===== src/rtl/tap_div_pkg.sv =====
`timescale 1ns/1ps
package tap_div_pkg;

  // Stage number (1-based) carried by tap j, skipping one hidden stage.
  function automatic int stage_of_tap(input int j, input int first, input int skip);
    int s;
    s = first + j;
    if (s >= skip) s = s + 1;
    return s;
  endfunction

  // Number of taps between first and last stage, minus the hidden one.
  function automatic int tap_count(input int first, input int last, input int skip);
    int n;
    n = last - first + 1;
    if (skip >= first && skip <= last) n = n - 1;
    return n;
  endfunction

endpackage


===== src/rtl/div_tstage.sv =====
`timescale 1ns/1ps
module div_tstage (
  input  logic clk,
  input  logic rst,
  input  logic carry_in,
  output logic q,
  output logic carry_out
);

  // One binary stage: flips when every lower stage is one.
  always_ff @(negedge clk or posedge rst) begin
    if (rst) q <= 1'b0;
    else if (carry_in) q <= ~q;
  end

  assign carry_out = carry_in & q;

endmodule


===== src/rtl/div_count_core.sv =====
`timescale 1ns/1ps
module div_count_core #(
  parameter int STAGES = 14
) (
  input  logic              clk,
  input  logic              rst,
  output logic [STAGES-1:0] count,
  output logic              unused_wrap
);

  logic [STAGES-1:0] carry;
  assign carry[0] = 1'b1;

  for (genvar i = 0; i < STAGES; i++) begin : g_stage
    if (i < STAGES - 1) begin : g_mid
      div_tstage u_st (
        .clk      (clk),
        .rst      (rst),
        .carry_in (carry[i]),
        .q        (count[i]),
        .carry_out(carry[i+1])
      );
    end else begin : g_last
      div_tstage u_st (
        .clk      (clk),
        .rst      (rst),
        .carry_in (carry[i]),
        .q        (count[i]),
        .carry_out(unused_wrap)
      );
    end
  end

endmodule


===== src/rtl/div_tap_select.sv =====
`timescale 1ns/1ps
module div_tap_select #(
  parameter int STAGES     = 14,
  parameter int FIRST_TAP  = 3,
  parameter int SKIP_STAGE = 10,
  parameter int TAPS       = 10
) (
  input  logic [STAGES-1:0] cnt_i,
  output logic [TAPS-1:0]   taps_o
);

  for (genvar j = 0; j < TAPS; j++) begin : g_tap
    localparam int S = tap_div_pkg::stage_of_tap(j, FIRST_TAP, SKIP_STAGE);
    assign taps_o[j] = cnt_i[S-1];
  end

  logic unused_hidden;
  assign unused_hidden = ^cnt_i;

endmodule


===== src/rtl/tap_divider.sv =====
`timescale 1ns/1ps
module tap_divider #(
  parameter int STAGES     = 14,
  parameter int FIRST_TAP  = 3,
  parameter int LAST_TAP   = 13,
  parameter int SKIP_STAGE = 10,
  localparam int TAPS = tap_div_pkg::tap_count(FIRST_TAP, LAST_TAP, SKIP_STAGE)
) (
  input  logic            clk,
  input  logic            rst,
  output logic [TAPS-1:0] taps
);

  logic [STAGES-1:0] count_q;
  logic              unused_wrap;

  div_count_core #(.STAGES(STAGES)) u_core (
    .clk        (clk),
    .rst        (rst),
    .count      (count_q),
    .unused_wrap(unused_wrap)
  );

  div_tap_select #(
    .STAGES    (STAGES),
    .FIRST_TAP (FIRST_TAP),
    .SKIP_STAGE(SKIP_STAGE),
    .TAPS      (TAPS)
  ) u_sel (
    .cnt_i (count_q),
    .taps_o(taps)
  );

endmodule


===== config.mk =====
export PLATFORM = sky130hd
export DESIGN_NAME = tap_divider
export DESIGN_NICKNAME = d
export VERILOG_FILES = /design/src/rtl/tap_div_pkg.sv /design/src/rtl/div_tstage.sv /design/src/rtl/div_count_core.sv /design/src/rtl/div_tap_select.sv /design/src/rtl/tap_divider.sv
export SDC_FILE = /design/constraint.sdc
export NUM_CORES = 1
export LEC_CHECK = 0
export BUFFER_PORTS_ARGS = -buffer_cell sky130_fd_sc_hd__buf_2
export CELL_PAD_IN_SITES_DETAIL_PLACEMENT = 1
export CELL_PAD_IN_SITES_GLOBAL_PLACEMENT = 2
export CORE_AREA = 2 2 44 46
export CTS_BUF_LIST = sky130_fd_sc_hd__clkbuf_8
export DETAILED_ROUTE_END_ITERATION = 7
export DIE_AREA = 0 0 46 48
export PLACE_DENSITY = 0.9
export SYNTH_ARGS = -nofsm -noshare
export SYNTH_HDL_FRONTEND = slang
export SYNTH_SLANG_ARGS = --single-unit

===== constraint.sdc =====
create_clock -name clk -period 2.9 [get_ports clk]
set_clock_uncertainty 0.15 [all_clocks]
set_input_delay 0.58 -clock clk [delete_from_list [all_inputs] [get_ports clk]]
set_output_delay 0.58 -clock clk [all_outputs]
set_load 0.01 [all_outputs]

==> results of run 1 <==
==> Yosys cell counts <==
library cell,instances,area (sq um)
xnor2_1,5,43.79
nor2_1,3,11.26
inv_1,5,18.77
dfrtn_1,13,325.3
xor2_1,7,61.31
nand4_4,2,42.54
nand2_1,4,15.01
nand3_1,2,10.01
buf_4,10,75.07
nor4_2,1,12.51
nor3_1,4,20.02
==> cell usage in the layout (no fill, tap or decap), drive strengths merged <==
master  instances
nor2            3
nor3            4
xnor2           5
inv             6
nand3           2
nand4           2
buf            24
clkbuf          3
nand2           4
nor4            1
dfrtn          13
xor2            7
==> final timing paths <==
path | start | to | slack (ps) | depth (start not counted)
min in group asynchronous | rst | u_core.g_stage[9].g_mid.u_st.q$_DFFE_NP0N_ | 1490 | 3
worst max-delay path | u_core.g_stage[11].g_mid.u_st.q$_DFFE_NP0P_ | taps[8] | -80 | 1
worst max register to register | u_core.g_stage[0].g_mid.u_st.q$_DFF_NP0_ | u_core.g_stage[11].g_mid.u_st.q$_DFFE_NP0P_ | 1420 | 3
worst min-delay path | u_core.g_stage[0].g_mid.u_st.q$_DFF_NP0_ | u_core.g_stage[0].g_mid.u_st.q$_DFF_NP0_ | 270 | 1
worst min register to register | u_core.g_stage[0].g_mid.u_st.q$_DFF_NP0_ | u_core.g_stage[0].g_mid.u_st.q$_DFF_NP0_ | 270 | 1
max in group asynchronous | rst | u_core.g_stage[5].g_mid.u_st.q$_DFFE_NP0N_ | 930 | 3
==> logic make-up (layout without fill, tap and decap cells) <==
logic type	Yosys count	count (layout)	synth area share (%)
xor gates and xnor gates	12	12	16.54
DFF	13	13	51.18
buffers and inverters	15	33	14.76
and+or+nand+nor	16	16	17.52
==> metal layers <==
layer	vias up	track usage, %	routed length (um)
li1	200	-	-
met1	198	12.90	440
met2	15	23.06	606
met3	0	6.792	80
met4	0	3.429	0
met5	-	0	0
==> area by class of cell <==
| class | count | area (sq um) |
|---|---|---|
| Clock buffer | 3 | 41.29 |
| Clock inverter | 1 | 3.754 |
| Fill cell | 196 | 909.6 |
| Inverter | 5 | 18.77 |
| Multi-Input combinational cell | 28 | 216.5 |
| Sequential cell | 13 | 325.3 |
| Tap cell | 17 | 21.27 |
| Timing Repair Buffer | 24 | 152.6 |
==> stage by stage <==
stage / utilization [%] / power [mW]
floorplan: - / 0.1883
detailed placement: 40.81 / 0.1909
global route: 46.15 / 0.3617
CTS: 46.15 / 0.3486
finish: 46.15 / 0.3425
global placement: 40.81 / 0.1910
==> power by group through the flow <==
stage               clock network [mW]  registers [mW]  logic (mW)
floorplan                            0           0.186     0.00275
global placement                     0           0.186     0.00547
detailed placement                   0           0.186     0.00543
CTS                              0.161           0.183     0.00543
global route                     0.173           0.182     0.00595
finish                           0.155           0.183     0.00503
==> timing repair <==
item / 4_1_cts / 5_1_grt
setup buffers: 6 / 0
gates resized for setup: 0 / 0
setup endpoints to repair: 10 / 10
==> implementation parameters, run 1 <==
Parameter                              Value

Outcome
  Run status    complete, but fails checks
  Violations in the final reports    negative setup slack

Critical path
  Ordered list of cells on the worst path    buf_2
  Cell family with the largest share of critical-path delay    flip-flops
  Critical path required time    2170 ps
  Master of the slowest instance on the critical path    dfrtn_1
  Crit-path max FO    2
  Category of the most critical setup path    reg -> out
  Critical path data arrival time    roughly 2300 ps
  Sort of element at the end of the critical path    output pin
  WP buf/inv    1
  Slowest stage delay, CP    slightly above 400 ps
  Launching element type of the critical path    register

Global routing
  Via count of the first global-routing pass    390
  Grt total ovfl    0
  Initial antenna violation count    0
  Wire length of the first global-routing pass    ~1.8 mm
  Overall track demand over capacity in global routing    approximately an eighth
  Maximum number of pins on one net before global-route repair    14

Placement
  Weighted congestion at the end of routability-driven global placement    between 0.7 and 0.8
  HPWL Detailed    about 850 um
  Post-Place Worst Slack    between 100 and 150 ps
  Post-placement cell area    between 600 and 700 sq um
  Placed Cells    slightly above 80
  Count of buffers from port buffering    11

Timing
  Final hold violations    0
  Setup TNS    -667.7 ps
  Number of failing setup endpoints in the final timing report    10
  Setup repair after global routing missed its margin    true
  Final hold slack    267.4 ps
  Worst relative slew slack    81.84%
  Post-route setup slack    -83.37 ps
  Transition time at the pin with the least slew margin    between 200 and 300 ps
  Pins over their slew limit    0

Detailed routing
  Via count normalized by instance count    4.538
  Number of DRC violations after detailed routing    0
  Wire length per cell after detailed routing    12.40 um
  Post-route ant nets    0
  Final routed wirelength across all metal layers    approximately 1.1 mm
  Drt first-iter violations    6
  First drt pass iteration count    4
  Total vias in the final route    between 400 and 500

Die
  Die Footprint    0.002208 sq mm
  Std-Cell Core Area    between 0.0015 and 0.002 sq mm
  Number of standard-cell rows in the floorplan    15
  Initial cell density of the core    a little under two fifths
  Number of primary I/O pins    12
  Floorplan die width    about 46 um
  Height of the chip    approximately 48 um

Layout
  Area of all placed cells without fillers    779.5 sq um
  # diodes    0
  Number of flip-flops in the largest register    13
  Proportion of layout cells with a drive suffix above 1    between 40% and 50%
  Largest reg by FF count    u_core.g_stage.g_mid.u_st.q
  Top flop regs    u_core.g_stage.g_mid.u_st.q: 13 flops
  Count of non-filler cells in the finished layout    91
  Nets    77
  Layout overhead on the synthesized area    22.64%

Clock network
  Number of clock sinks    13
  Total number of H-tree levels    1
  CTS Root Buffer Type    clkbuf_8
  Hold buffer count at cts    0
  Clock insertion delay at the later pin of the skew report    approximately 260 ps
  Clock tree from TritonCTS    done
  TritonCTS Buffers    3
  Clk buf depth    2
  Clk pin slew, worst setup/hold paths    40 ps

Pwr
  Static Leakage    approximately 0.42 nW
  Share of power burned in combinational logic    around 1.5%
  Net switching power    around 0.065 mW
  Clock network fraction of design power    45.2%
  Max rail drop VDD    342.4 uV
  Relative contribution of sequential cells to total power    between 50% and 60%
  Switching fraction of total power    about a fifth
  Design internal power    0.2774 mW
  Cell area power density    approximately 440 mW/mm^2

Min path
  Type of the worst min-delay path    reg -> reg

Yosys
  Part of the Yosys area used for sequential elements    between 50% and 60%
  Post-Synthesis Net Count    just under 60
  Yosys synthesis warning count    0
  Unique cell type count in the Yosys netlist    11
  Number of flip-flops and latches in the synthesized netlist    13
  Cell area after synthesis    about 640 sq um
  Count of mapped cells out of synthesis    56
  Mean area per synthesized cell    approximately 11 sq um

Flow run
  Max-Cap Viols    0
Power figures use the tool's default switching activity.
==> run 2, diff against run 1 <==
Settings changed: RECOVER_POWER from default to 100.
==> implementation parameters, run 2 (synthesis gave the netlist of run 1 again) <==
Parameter                              Value

Detailed routing
  First drt pass iteration count    4 (unchanged)
  Wire length per cell after detailed routing    12.26 um (-1.1%)
  Drt first-iter violations    6 (unchanged)
  Number of DRC violations after detailed routing    0 (unchanged)
  Final routed wirelength across all metal layers    1.116 mm (-1.1%)
  Total vias in the final route    415 (+0.48%)
  Post-route ant nets    0 (unchanged)
  Via count normalized by instance count    4.560 (+0.48%)

Clock network
  Number of clock sinks    13 (unchanged)
  Clock insertion delay at the later pin of the skew report    260 ps (about the same)
  CTS Root Buffer Type    clkbuf_8
  TritonCTS Buffers    3 (unchanged)
  Clk pin slew, worst setup/hold paths    40 ps (about the same)
  Total number of H-tree levels    1 (unchanged)
  Clock tree from TritonCTS    done
  Hold buffer count at cts    0 (unchanged)
  Clk buf depth    2 (unchanged)

Pwr
  Static Leakage    0.4153 nW (-1.9%)
  Share of power burned in combinational logic    1.3% (-0.2 points)
  Relative contribution of sequential cells to total power    53.4% (about the same)
  Clock network fraction of design power    45.3% (about the same)
  Net switching power    0.06503 mW (-0.21%)
  Max rail drop VDD    338.3 uV (-1.2%)
  Switching fraction of total power    19.03% (about the same)
  Design internal power    0.2767 mW (-0.24%)
  Cell area power density    455.2 mW/mm^2 (+3.6%)

Critical path
  Critical path data arrival time    2250 ps (about the same)
  Ordered list of cells on the worst path    buf_2
  Crit-path max FO    2 (unchanged)
  Cell family with the largest share of critical-path delay    flip-flops
  Critical path required time    2170 ps (about the same)
  WP buf/inv    1 (unchanged)
  Sort of element at the end of the critical path    output pin
  Launching element type of the critical path    register
  Master of the slowest instance on the critical path    dfrtn_1
  Category of the most critical setup path    reg -> out
  Slowest stage delay, CP    410 ps (about the same)

Timing
  Pins over their slew limit    0 (unchanged)
  Number of failing setup endpoints in the final timing report    10 (unchanged)
  Post-route setup slack    -79.62 ps (+3.747 ps)
  Final hold slack    229.1 ps (-38.32 ps)
  Worst relative slew slack    54.40% (-27 points)
  Setup TNS    -660.4 ps (+7.319 ps)
  Setup repair after global routing missed its margin    true
  Transition time at the pin with the least slew margin    683.9 ps (+413.6 ps)
  Final hold violations    0 (unchanged)

Die
  Number of primary I/O pins    12 (unchanged)
  Std-Cell Core Area    0.001689 sq mm (unchanged)
  Die Footprint    0.002208 sq mm (unchanged)
  Height of the chip    48 um (unchanged)
  Initial cell density of the core    37.63% (unchanged)
  Number of standard-cell rows in the floorplan    15 (unchanged)
  Floorplan die width    46 um (unchanged)

Outcome
  Run status    complete, but fails checks
  Violations in the final reports    negative setup slack

Layout
  Total of fill cells in the finished design    200 (+2.0%)
  Largest reg by FF count    u_core.g_stage.g_mid.u_st.q
  Proportion of layout cells with a drive suffix above 1    35.14% (-5.4 points)
  Area taken by multi-input logic gates    195.2 sq um (-9.8%)
  Count of non-filler cells in the finished layout    91 (unchanged)
  Number of flip-flops in the largest register    13 (unchanged)
  Layout overhead on the synthesized area    18.11%
  # diodes    0 (unchanged)
  Leading cell type in the layout, fill and taps excluded    dfrtn_1
  Nets    77 (unchanged)
  Storage cell area    325.3 sq um (unchanged)
  Top flop regs    u_core.g_stage.g_mid.u_st.q: 13 flops
  Most frequent cells in the layout    dfrtn_1 (13), buf_2 (11), buf_4 (11)
  Area of all placed cells without fillers    750.7 sq um (-3.7%)

Global routing
  Via count of the first global-routing pass    390 (unchanged)
  Initial antenna violation count    0 (unchanged)
  Grt total ovfl    0 (unchanged)
  Overall track demand over capacity in global routing    12.79% (unchanged)
  Maximum number of pins on one net before global-route repair    14 (unchanged)
  Wire length of the first global-routing pass    1.835 mm (unchanged)

Placement
  Weighted congestion at the end of routability-driven global placement    0.7051 (unchanged)
  Count of buffers from port buffering    11 (unchanged)
  Placed Cells    81 (unchanged)
  Post-placement cell area    689.4 sq um (unchanged)
  HPWL Detailed    850.8 um (unchanged)
  Post-Place Worst Slack    122.3 ps (unchanged)

Min path
  Type of the worst min-delay path    reg -> reg

Flow run
  Max-Cap Viols    0 (unchanged)
==> run 2: power groups by stage <==
| stage | registers [mW] | logic (mW) | clock network [mW] |
|---|---|---|---|
| after floorplan | 0.186 | 0.00275 | 0 |
| after global placement | 0.186 | 0.00547 | 0 |
| after detailed placement | 0.186 | 0.00543 | 0 |
| after CTS | 0.183 | 0.00543 | 0.161 |
| after global routing | 0.182 | 0.00530 | 0.173 |
| final | 0.183 | 0.00442 | 0.155 |
==> run 2: stage by stage <==
step | utilization (%) | power (mW)
after floorplan | - | 0.1883
after global placement | 40.81 | 0.1910
after detailed placement | 40.81 | 0.1909
after CTS | 46.15 | 0.3486
after global routing | 44.44 | 0.3611
final | 44.44 | 0.3417
==> run 2: layout make-up <==
class,instances,share of cell area (%)
clock inverter,1,0.5000
clock buffer,3,5.500
tap,17,2.833
timing repair buffer,24,19.33
sequential,13,43.33
multi-input combinational,28,26.00
inverter,5,2.500
==> run 2: worst reg2reg max path, stage by stage, from the launching register on <==
cell and delay, ps:
dfrtn_1 400, clkbuf_1 160, nand4_1 390, nor4_1 450, xor2_1 110
==> run 2: path summary, 6_finish.rpt <==
kind,from,endpoint,slack [ps],cells after the start
min in group asynchronous,rst,u_core.g_stage[9].g_mid.u_st.q$_DFFE_NP0N_,1660,3
min reg2reg,u_core.g_stage[0].g_mid.u_st.q$_DFF_NP0_,u_core.g_stage[0].g_mid.u_st.q$_DFF_NP0_,230,1
max in group asynchronous,rst,u_core.g_stage[5].g_mid.u_st.q$_DFFE_NP0N_,470,3
max reg2reg,u_core.g_stage[2].g_mid.u_st.q$_DFFE_NP0N_,u_core.g_stage[12].g_mid.u_st.q$_DFFE_NP0P_,1080,4
min,u_core.g_stage[0].g_mid.u_st.q$_DFF_NP0_,u_core.g_stage[0].g_mid.u_st.q$_DFF_NP0_,230,1
max,u_core.g_stage[11].g_mid.u_st.q$_DFFE_NP0P_,taps[8],-80,1
==> run 2: per-layer routing <==
metal,GRT usage [%],part of all wire (%),vias up
met3,6.792,6.7,0
met2,23.06,54,15
li1,-,-,200
met4,3.429,0,0
met5,0,0,-
met1,12.90,39,200
==> run 2: repair_timing <==
item | 4_1_cts | 5_1_grt
setup endpoints to repair | 10 | 10
gates resized for setup | 0 | 0
buffers inserted | 6 | 0
